[src/rtl/cab_pkg.sv]
package cab_pkg;
  localparam int WORD_W      = 32;
  localparam int LANES       = 4;
  localparam int ATTR_W      = 4;
  localparam int LAYOUT_REGS = 4;

  typedef enum logic [ATTR_W-1:0] {
    ATT_RSV  = 4'd0,
    ATT_RO   = 4'd1,
    ATT_RW   = 4'd2,
    ATT_RWO  = 4'd3,
    ATT_RC   = 4'd4,
    ATT_ROS  = 4'd5,
    ATT_RWS  = 4'd6,
    ATT_RCS  = 4'd7,
    ATT_RWOS = 4'd8
  } attr_e;

  function automatic logic is_sticky(logic [ATTR_W-1:0] a);
    return (a == ATT_ROS) || (a == ATT_RWS) || (a == ATT_RCS) || (a == ATT_RWOS);
  endfunction

  function automatic logic is_write_once(logic [ATTR_W-1:0] a);
    return (a == ATT_RWO) || (a == ATT_RWOS);
  endfunction

  // Next value of one bit given its attribute and this cycle's events.
  function automatic logic cell_next(logic [ATTR_W-1:0] a, logic q, logic sw_we,
                                     logic sw_d, logic locked, logic hw_set,
                                     logic hw_load, logic hw_d);
    case (a)
      ATT_RO, ATT_ROS:    return hw_load ? hw_d : q;
      ATT_RW, ATT_RWS:    return sw_we ? sw_d : q;
      ATT_RWO, ATT_RWOS:  return (sw_we && !locked) ? sw_d : q;
      ATT_RC, ATT_RCS:    return hw_set ? 1'b1 : ((sw_we && sw_d) ? 1'b0 : q);
      default:            return q;
    endcase
  endfunction

  function automatic attr_e layout_code(int r, int i);
    case (r % LAYOUT_REGS)
      0:       return ATT_RW;
      1:       return (i < 16) ? ATT_RWO : ((i < 24) ? ATT_RWOS : ATT_RSV);
      2:       return (i < 16) ? ATT_RC : ATT_RCS;
      default: return (i < 16) ? ATT_RO : ((i < 24) ? ATT_ROS : ATT_RWS);
    endcase
  endfunction

  function automatic logic [LAYOUT_REGS*WORD_W*ATTR_W-1:0] layout_attr();
    logic [LAYOUT_REGS*WORD_W*ATTR_W-1:0] t;
    t = '0;
    for (int r = 0; r < LAYOUT_REGS; r++)
      for (int i = 0; i < WORD_W; i++)
        t[(r*WORD_W+i)*ATTR_W +: ATTR_W] = layout_code(r, i);
    return t;
  endfunction

  localparam logic [LAYOUT_REGS*WORD_W*ATTR_W-1:0] LAYOUT_ATTR = layout_attr();
  localparam logic [LAYOUT_REGS*WORD_W-1:0] LAYOUT_DEF =
    {32'h3C5A00C3, 32'h00000000, 32'hA5000000, 32'h12345678};
endpackage

[src/rtl/cab_bit.sv]
module cab_bit
  import cab_pkg::*;
#(
  parameter logic [ATTR_W-1:0] CODE = ATT_RW,
  parameter logic DEF = 1'b0
) (
  input  logic clk,
  input  logic core_rst_n,
  input  logic por_n,
  input  logic sw_we,
  input  logic sw_d,
  input  logic locked,
  input  logic hw_set,
  input  logic hw_load,
  input  logic hw_d,
  output logic q
);
  localparam logic STICKY = is_sticky(CODE);

  logic nxt;
  assign nxt = cell_next(CODE, q, sw_we, sw_d, locked, hw_set, hw_load, hw_d);

  wire unused_cell_inputs = ^{sw_we, sw_d, locked, hw_set, hw_load, hw_d, nxt, por_n};

  generate
    if (CODE == ATT_RSV) begin : g_rsv
      assign q = DEF;
    end else if (STICKY) begin : g_sticky
      always_ff @(posedge clk or negedge por_n)
        if (!por_n) q <= DEF;
        else if (core_rst_n) q <= nxt;
    end else begin : g_plain
      always_ff @(posedge clk or negedge core_rst_n)
        if (!core_rst_n) q <= DEF;
        else q <= nxt;
    end

    if (CODE == ATT_RO || CODE == ATT_ROS) begin : g_chk_ro
      assert_ro_sw_ignored_R1: assert property (@(posedge clk) disable iff (!core_rst_n)
        !hw_load |=> $stable(q));
    end
    if (CODE == ATT_RW || CODE == ATT_RWS) begin : g_chk_rw
      assert_rw_takes_write_R2: assert property (@(posedge clk) disable iff (!core_rst_n)
        sw_we |=> (q == $past(sw_d)));
    end
    if (CODE == ATT_RWO || CODE == ATT_RWOS) begin : g_chk_wo
      assert_wo_locked_hold_R3: assert property (@(posedge clk) disable iff (!core_rst_n)
        locked |=> $stable(q));
    end
    if (CODE == ATT_RC || CODE == ATT_RCS) begin : g_chk_rc
      assert_set_wins_R8: assert property (@(posedge clk) disable iff (!core_rst_n)
        hw_set |=> q);
      assert_rc_clear_R5: assert property (@(posedge clk) disable iff (!core_rst_n)
        (sw_we && sw_d && !hw_set) |=> !q);
      assert_rc_zero_hold_R5: assert property (@(posedge clk) disable iff (!core_rst_n)
        (!hw_set && !(sw_we && sw_d)) |=> $stable(q));
    end
  endgenerate
endmodule

[src/rtl/cab_lock.sv]
module cab_lock #(
  parameter logic WO = 1'b1,
  parameter logic STICKY = 1'b0
) (
  input  logic clk,
  input  logic core_rst_n,
  input  logic por_n,
  input  logic lane_we,
  output logic locked
);
  wire unused_lock_inputs = ^{lane_we, por_n, clk};

  generate
    if (!WO) begin : g_none
      assign locked = 1'b0;
    end else begin : g_wo
      if (STICKY) begin : g_sticky
        always_ff @(posedge clk or negedge por_n)
          if (!por_n) locked <= 1'b0;
          else if (core_rst_n && lane_we) locked <= 1'b1;
      end else begin : g_plain
        always_ff @(posedge clk or negedge core_rst_n)
          if (!core_rst_n) locked <= 1'b0;
          else if (lane_we) locked <= 1'b1;
      end
      assert_lock_sets_R3: assert property (@(posedge clk) disable iff (!core_rst_n)
        lane_we |=> locked);
      assert_lock_holds_R4: assert property (@(posedge clk) disable iff (!core_rst_n)
        locked |=> locked);
    end
  endgenerate
endmodule

[src/rtl/cab_attr_bank.sv]
module cab_attr_bank
  import cab_pkg::*;
#(
  parameter int NREG = LAYOUT_REGS,
  parameter int AW = $clog2(NREG) + 1,
  parameter logic [NREG*WORD_W*ATTR_W-1:0] ATTR = {(NREG/LAYOUT_REGS){LAYOUT_ATTR}},
  parameter logic [NREG*WORD_W-1:0] DEFV = {(NREG/LAYOUT_REGS){LAYOUT_DEF}}
) (
  input  logic                   clk,
  input  logic                   hrst_n,
  input  logic                   por_n,
  input  logic [AW-1:0]          bus_addr,
  input  logic                   bus_we,
  input  logic [LANES-1:0]       bus_be,
  input  logic [WORD_W-1:0]      bus_wdata,
  output logic [WORD_W-1:0]      bus_rdata,
  input  logic [NREG*WORD_W-1:0] hw_set,
  input  logic [NREG*WORD_W-1:0] hw_load,
  input  logic [NREG*WORD_W-1:0] hw_val
);
  localparam int LANE_W = WORD_W / LANES;

  function automatic logic lane_flag(int r, int b, logic need_sticky);
    logic [ATTR_W-1:0] c;
    for (int k = 0; k < LANE_W; k++) begin
      c = ATTR[((r*WORD_W) + b*LANE_W + k)*ATTR_W +: ATTR_W];
      if (is_write_once(c) && (!need_sticky || is_sticky(c))) return 1'b1;
    end
    return 1'b0;
  endfunction

  logic core_rst_n;
  assign core_rst_n = hrst_n & por_n;

  logic [NREG*WORD_W-1:0] bank_q;
  logic [NREG-1:0] reg_hit;
  logic addr_mapped;
  assign addr_mapped = (int'(bus_addr) < NREG);

  genvar r, b, k;
  generate
    for (r = 0; r < NREG; r++) begin : g_reg
      assign reg_hit[r] = bus_we && (int'(bus_addr) == r);
      for (b = 0; b < LANES; b++) begin : g_lane
        localparam logic LANE_WO = lane_flag(r, b, 1'b0);
        localparam logic LANE_STICKY = lane_flag(r, b, 1'b1);
        logic lane_we;
        logic lane_locked;
        assign lane_we = reg_hit[r] & bus_be[b];

        cab_lock #(.WO(LANE_WO), .STICKY(LANE_STICKY)) u_lock (
          .clk(clk), .core_rst_n(core_rst_n), .por_n(por_n),
          .lane_we(lane_we), .locked(lane_locked));

        for (k = 0; k < LANE_W; k++) begin : g_bit
          localparam int IDX = r*WORD_W + b*LANE_W + k;
          cab_bit #(.CODE(ATTR[IDX*ATTR_W +: ATTR_W]), .DEF(DEFV[IDX])) u_bit (
            .clk(clk), .core_rst_n(core_rst_n), .por_n(por_n),
            .sw_we(lane_we), .sw_d(bus_wdata[b*LANE_W+k]), .locked(lane_locked),
            .hw_set(hw_set[IDX]), .hw_load(hw_load[IDX]), .hw_d(hw_val[IDX]),
            .q(bank_q[IDX]));
        end
      end
    end
  endgenerate

  logic [WORD_W-1:0] rd_word;
  always_comb begin
    rd_word = '0;
    for (int i = 0; i < NREG; i++)
      if (addr_mapped && int'(bus_addr) == i) rd_word = bank_q[i*WORD_W +: WORD_W];
  end

  always_ff @(posedge clk or negedge core_rst_n)
    if (!core_rst_n) bus_rdata <= '0;
    else bus_rdata <= rd_word;

  assert_unmapped_read_zero_R11: assert property (@(posedge clk) disable iff (!core_rst_n)
    !addr_mapped |=> (bus_rdata == '0));
  assert_unmapped_write_inert_R11: assert property (@(posedge clk) disable iff (!core_rst_n)
    (bus_we && !addr_mapped && hw_set == '0 && hw_load == '0) |=> $stable(bank_q));
  assert_read_no_side_effect_R9: assert property (@(posedge clk) disable iff (!core_rst_n)
    (!bus_we && hw_set == '0 && hw_load == '0) |=> $stable(bank_q));
endmodule

[config.mk]
export PLATFORM = sky130hd
export DESIGN_NAME = cab_attr_bank
export DESIGN_NICKNAME = d
export VERILOG_FILES = /design/src/rtl/cab_pkg.sv /design/src/rtl/cab_bit.sv /design/src/rtl/cab_lock.sv /design/src/rtl/cab_attr_bank.sv
export SDC_FILE = /design/constraint.sdc
export NUM_CORES = 1
export LEC_CHECK = 0
export BUFFER_PORTS_ARGS = -buffer_cell sky130_fd_sc_hd__buf_2
export CORE_AREA = 2 2 177 179
export CTS_CLUSTER_SIZE = 10
export DETAILED_ROUTE_END_ITERATION = 8
export DIE_AREA = 0 0 179 181
export HOLD_SLACK_MARGIN = 0.02
export MAX_ROUTING_LAYER = met4
export SLEW_MARGIN = 20
export SYNTH_ARGS = -nofsm -noshare
export SYNTH_HDL_FRONTEND = slang
export SYNTH_SLANG_ARGS = --single-unit
[constraint.sdc]
create_clock -name clk -period 8.83 [get_ports clk]
set_clock_uncertainty 0.2 [all_clocks]
set_input_delay 1.766 -clock clk [delete_from_list [all_inputs] [get_ports clk]]
set_output_delay 1.766 -clock clk [all_outputs]
set_load 0.005 [all_outputs]
After elaboration in Yosys (flattened, before gate mapping)
Index checks and enable logic that the tools add are counted.
- register bits: 155
- word-level logic and storage cells: 315
- input port bits: 427
- output and inout port bits: 32
- equality and inequality tests: 3
- bitwise logic cells: 13
- magnitude comparators: 1
- reductions and logical operators: 106
- multiplexer cells: 68
- operator list (cell ; count):
    32-bit two-way mux ; 4
    1-bit two-way mux ; 64
    2-bit nonzero test ; 32
    2-bit AND reduction ; 26
    1-bit logical AND ; 44
    1-bit bitwise AND ; 13
    3-bit equality test, second input constant ; 2
    3-bit by 2-bit equality test with 1-bit output, second input constant ; 1
    1-bit logical NOT ; 3
    3-bit logical NOT ; 1
    3-bit < comparator, second input constant ; 1

Logic depth before layout (Yosys ltp)
- word-level depth: 6
- gate-level depth with buffers: 6
- gate-level depth less buffers: 3

Hierarchy
A second synthesis with hierarchy kept.
- cell total of the unflattened synthesis: 526
- area total of the unflattened synthesis: 7488.4 um2
- by module, submodules not included (module ; sequential area each (um2) ; area each (um2) ; cells an instance ; instances):
    cab_attr_bank ; 800.8 ; 1960.6 ; 166 ; 1
    cab_bit at g_reg[0].g_lane[0].g_bit[0].u_bit ... ; 25.0 ; 40.0 ; 2 ; 31
    cab_bit at g_reg[1].g_lane[0].g_bit[0].u_bit ... ; 25.0 ; 53.8 ; 3 ; 16
    cab_bit at g_reg[0].g_lane[0].g_bit[3].u_bit ... ; 26.3 ; 41.3 ; 2 ; 17
    cab_bit at g_reg[2].g_lane[2].g_bit[0].u_bit ... ; 25.0 ; 38.8 ; 3 ; 16
    cab_bit at g_reg[2].g_lane[0].g_bit[0].u_bit ... ; 25.0 ; 36.3 ; 3 ; 16
    cab_bit at g_reg[1].g_lane[2].g_bit[0].u_bit ... ; 25.0 ; 60.1 ; 3 ; 8
    cab_bit at g_reg[3].g_lane[2].g_bit[1].u_bit ... ; 26.3 ; 45.0 ; 3 ; 8
    cab_bit at g_reg[3].g_lane[2].g_bit[0].u_bit ... ; 25.0 ; 43.8 ; 3 ; 8
    cab_lock at g_reg[0].g_lane[0].u_lock ... ; 0.0 ; 11.3 ; 2 ; 13
    cab_bit at g_reg[1].g_lane[3].g_bit[0].u_bit ... ; 0.0 ; 11.3 ; 2 ; 8
    cab_lock at g_reg[1].g_lane[0].u_lock ... ; 25.0 ; 31.3 ; 2 ; 2
    cab_lock at g_reg[1].g_lane[2].u_lock ; 25.0 ; 32.5 ; 2 ; 1

Least setup slack after synthesis
Ideal clock, no wire load.
- path kind: in2reg
- start point: in hrst_n
- end point: reg g_reg[1].g_lane[2].u_lock.locked
- buffers on the path: 2
- cell stages on the path: 4
- required time: 8559 ps
- data arrival time: 4070 ps
- path slack: 4489 ps
- library setup time: 71 ps
- cell sequence: and2_1 clkbuf_1 buf_2 a31o_2
- longest elaborated chain between the ends: 2
- RTL lines (what ; line ; RTL):
    start, declared ; cab_attr_bank.sv:10 ; input logic hrst_n,
    1-bit bitwise AND ; cab_attr_bank.sv:33 ; assign core_rst_n = hrst_n & por_n;
    net core_rst_n ; cab_attr_bank.sv:32 ; logic core_rst_n;
    1-bit logical AND ; cab_lock.sv:20 ; else if (core_rst_n && lane_we) locked <= 1'b1;
    end signal, assigned ; cab_lock.sv:19 ; if (!por_n) locked <= 1'b0;
    end signal, assigned ; cab_lock.sv:20 ;
    end, declared ; cab_lock.sv:9 ; output logic locked
The timed path passes the listed nets, and every way through them passes these cells.
A chain may end at the register's enable or synchronous reset.

Worst setup path in the final report
- start point: in por_n
- end point: reg g_reg[2].g_lane[2].g_bit[1].u_bit.q
- longest elaborated chain between the ends: 2
- RTL lines (what ; line ; RTL):
    start, declared ; cab_attr_bank.sv:11 ; input logic por_n,
    1-bit bitwise AND ; cab_attr_bank.sv:33 ;
    2-bit AND reduction (no line) ; n/a ;
    end signal, assigned ; cab_bit.sv:31 ; else if (core_rst_n) q <= nxt;
    end, declared ; cab_bit.sv:16 ; output logic q
No other way between the ends.

==> impl_metrics.csv <==
group,metric,value,unit
clock_tree,clkSlewWorstSetupHoldPaths,0.06,ns
synth,synth.distinct_cells,34,
sta,fin_setup_tns,0,ns
synth,synth_edf_count,0,
clock_tree,cts_tree,"yes",
synth,synth_top_area_share,48.9,%
sta,fin_crit,4.57,ns
clock_tree,ctsHoldBuffers,0,
sta,max_freq,219,MHz
global_route,use_met1,16.3,%
synth,yosysMostFrequentCell,"dfrtp_1",
layout,num-fill-cells,3154,
global_route,grt-busiest-layer,"met2",
setup_path,end_kind,"register",
global_route,use_met2,19.0,%
sta,rsz0062_at_grt,"false",
setup_path,critical_path_class,"in -> reg",
placed_design,place_area,7820,um2
routing,drt_iter0_drc,128,
global_route,grt_pass1_vias,4592,
synth,yosysWarningCount,0,
routing,ant_nets,0,
setup_path,cp_max_fo,73,
floorplan,die_h,181,um
sta,finalSetupViolCount,0,
setup_path,crit_slowest_cell,"buf_4",
layout,final_nets,1021,
synth,yosysTopAreaCell,"dfrtp_1",
floorplan,die_w,179,um
placed_design,gp_congestion,0.725,
placed_design,dp_hpwl,12.5,mm
synth,syn_area,6650,um2
sta,worstMarginPinSlew,1.03,ns
setup_path,slowest_delay,0.81,ns
layout,fin_area,8450,um2
global_route,grt_max_degree,74,
sta,hold_viol,0,
sta,maxSlewHeadroom,31.0,%
floorplan,start_util,21.9,%
sta,fin_hold_ws,0.247,ns
synth,synthFlopType,"dfrtp_1",
power,p_per_area,225,nW/um2
floorplan,rows,64,
outcome,status,"finished clean",
sta,slew_viol_final,0,
clock_tree,post_cts_buffers,0,
layout,drive_gt1_share,55.4,%
synth,seq_area_frac_synth,58.8,%
sta,setup_ws,4.26,ns
global_route,grt_use_total,12.4,%
routing,vias,4265,
routing,drc,0,
power,peakVddDrop,133,uV
setup_path,critical-path-top-delay-family,"buffers and inverters",
floorplan,io_pins,459,
clock_tree,clock-root-buffer,"clkbuf_16",
power,p_leak,3.77,nW
flow_run,cap_violations,0,
clock_tree,clk_latency,0.43,ns
floorplan,core,30300,um2
placed_design,io_buffers,154,
synth,synthCells,442,
floorplan,fp.dieArea,32400,um2
synth,ys_ff_latch,155,
worst_hold_path,min_path_type,"reg -> reg",
synth,synthesis.nets,869,
global_route,grt_pass1_wl,28.3,mm
setup_path,cp.required,8.94,ns
setup_path,cp.buffers_inverters,3,
routing,wirelength,18.5,mm
placed_design,pre_cts_ws,3.54,ns
synth,synthTopCellsByCount,"130 x dfrtp_1, 74 x mux2_2, 32 x nor2b_1",
clock_tree,clock_sinks,155,
global_route,antenna_found_initial,1,
synth,synthTopCellsByArea,"dfrtp_1 49%, mux2_2 13%, dfstp_2 9.9%",
clock_tree,numCtsBuffers,17,
sta,finalCritPeriodShare,51.7,%
synth,syn_avg_cell_area,15.0,um2
setup_path,start_kind,"primary input",
setup_path,arrival,4.67,ns
clock_tree,cts_max_level,4,
synth,synth-async-reset-ratio,100,%
routing,wl_per_cell,18.5,um
setup_path,cpMostUsedCell,"buf_4",
clock_tree,ctsResizeCount,0,
global_route,met3_usage,3.05,%
global_route,grt.overflow.total,0,
routing,viasPerCell,4.25,
power,power,1.90,mW
layout,syn_to_final_growth,27.1,%
clock_tree,clockBufferDepth,2,
setup_path,crit_chain,"buf_2 -> buf_4 -> and2_4 -> buf_4 -> nand3_1 -> a221o_1",
routing,drt_pass1_iterations,4,
==> where the power goes <==
part	total, mW	leakage [nW]	switching (mW)	internal (mW)
clock network	0.782	0.297	0.312	0.471
logic	0.253	1.64	0.0966	0.156
registers	0.869	1.82	0.0454	0.823
total	1.90	3.77	0.454	1.45
==> cell type report <==
class	instances	area (um2)	area share, %
Timing Repair Buffer	159	811	9.59
Multi-Input combinational cell	261	2610	30.8
Tap cell	396	495	5.86
Sequential cell	155	3910	46.3
Clock buffer	20	467	5.52
Antenna cell	1	2.50	0.0296
Clock inverter	12	163	1.92
==> logic make-up (layout without fill, tap and decap cells) <==
logic type             Yosys count  in the layout  share of synthesized area [%]
DFF                            155            155                           58.8
muxes                          119            119                           25.0
and+or+nand+nor                 99             99                           8.88
AOI/OAI and AO/OA               43             43                           5.21
buffers and inverters           26            191                           2.09
other                            0              1                              0
==> stage by stage <==
| step | util (%) | std cells |
|---|---|---|
| global route | 27.9 | 1004 |
| CTS | 27.8 | 1003 |
| floorplan | - | 442 |
| finish | 27.9 | 1004 |
| global placement | 25.8 | 971 |
| detailed placement | 25.8 | 971 |
==> worst paths after layout <==
check / start / endpoint / slack, ns / depth (start not counted)
max: por_n / g_reg[2].g_lane[2].g_bit[1].u_bit.q / 4.26 / 6
min: g_reg[1].g_lane[1].u_lock.locked / g_reg[1].g_lane[1].u_lock.locked / 0.25 / 1
max reg2reg: g_reg[1].g_lane[2].u_lock.locked / g_reg[1].g_lane[2].g_bit[3].u_bit.q / 7.00 / 2
min reg2reg: g_reg[1].g_lane[1].u_lock.locked / g_reg[1].g_lane[1].u_lock.locked / 0.25 / 1
max in group asynchronous: por_n / g_reg[2].g_lane[0].g_bit[5].u_bit.q / 5.21 / 4
min in group asynchronous: por_n / g_reg[2].g_lane[3].g_bit[1].u_bit.q / 1.23 / 2
==> layout by cell type, fill, tap and decap left out, types with 9 or more instances in the layout <==
cell type  Yosys  layout
buf_2         12     153
dfrtp_1      130     130
mux2_2        74      74
nor2b_1       32      32
nand3_1       30      30
dfstp_2       25      25
mux4_2        24      24
a21o_1        18      18
clkbuf_16      0      17
mux2_4        16      16
nand2_1       11      11
a22o_1        11      11
nor2_1         9       9
==> flip-flops by register name, indices dropped and copies added (netlist names) <==
name	flops
bus_rdata	32
g.g_lane.u_lock.locked	3
g.g_lane.g_bit.u_bit.q	120
==> layer usage <==
layer / routed length [um] / vias up
met1: 8550 / 2209
met5: 0 / -
met4: 216 / 0
met2: 8780 / 112
li1: - / 1935
met3: 1000 / 9
Power figures use the tool's default switching activity.
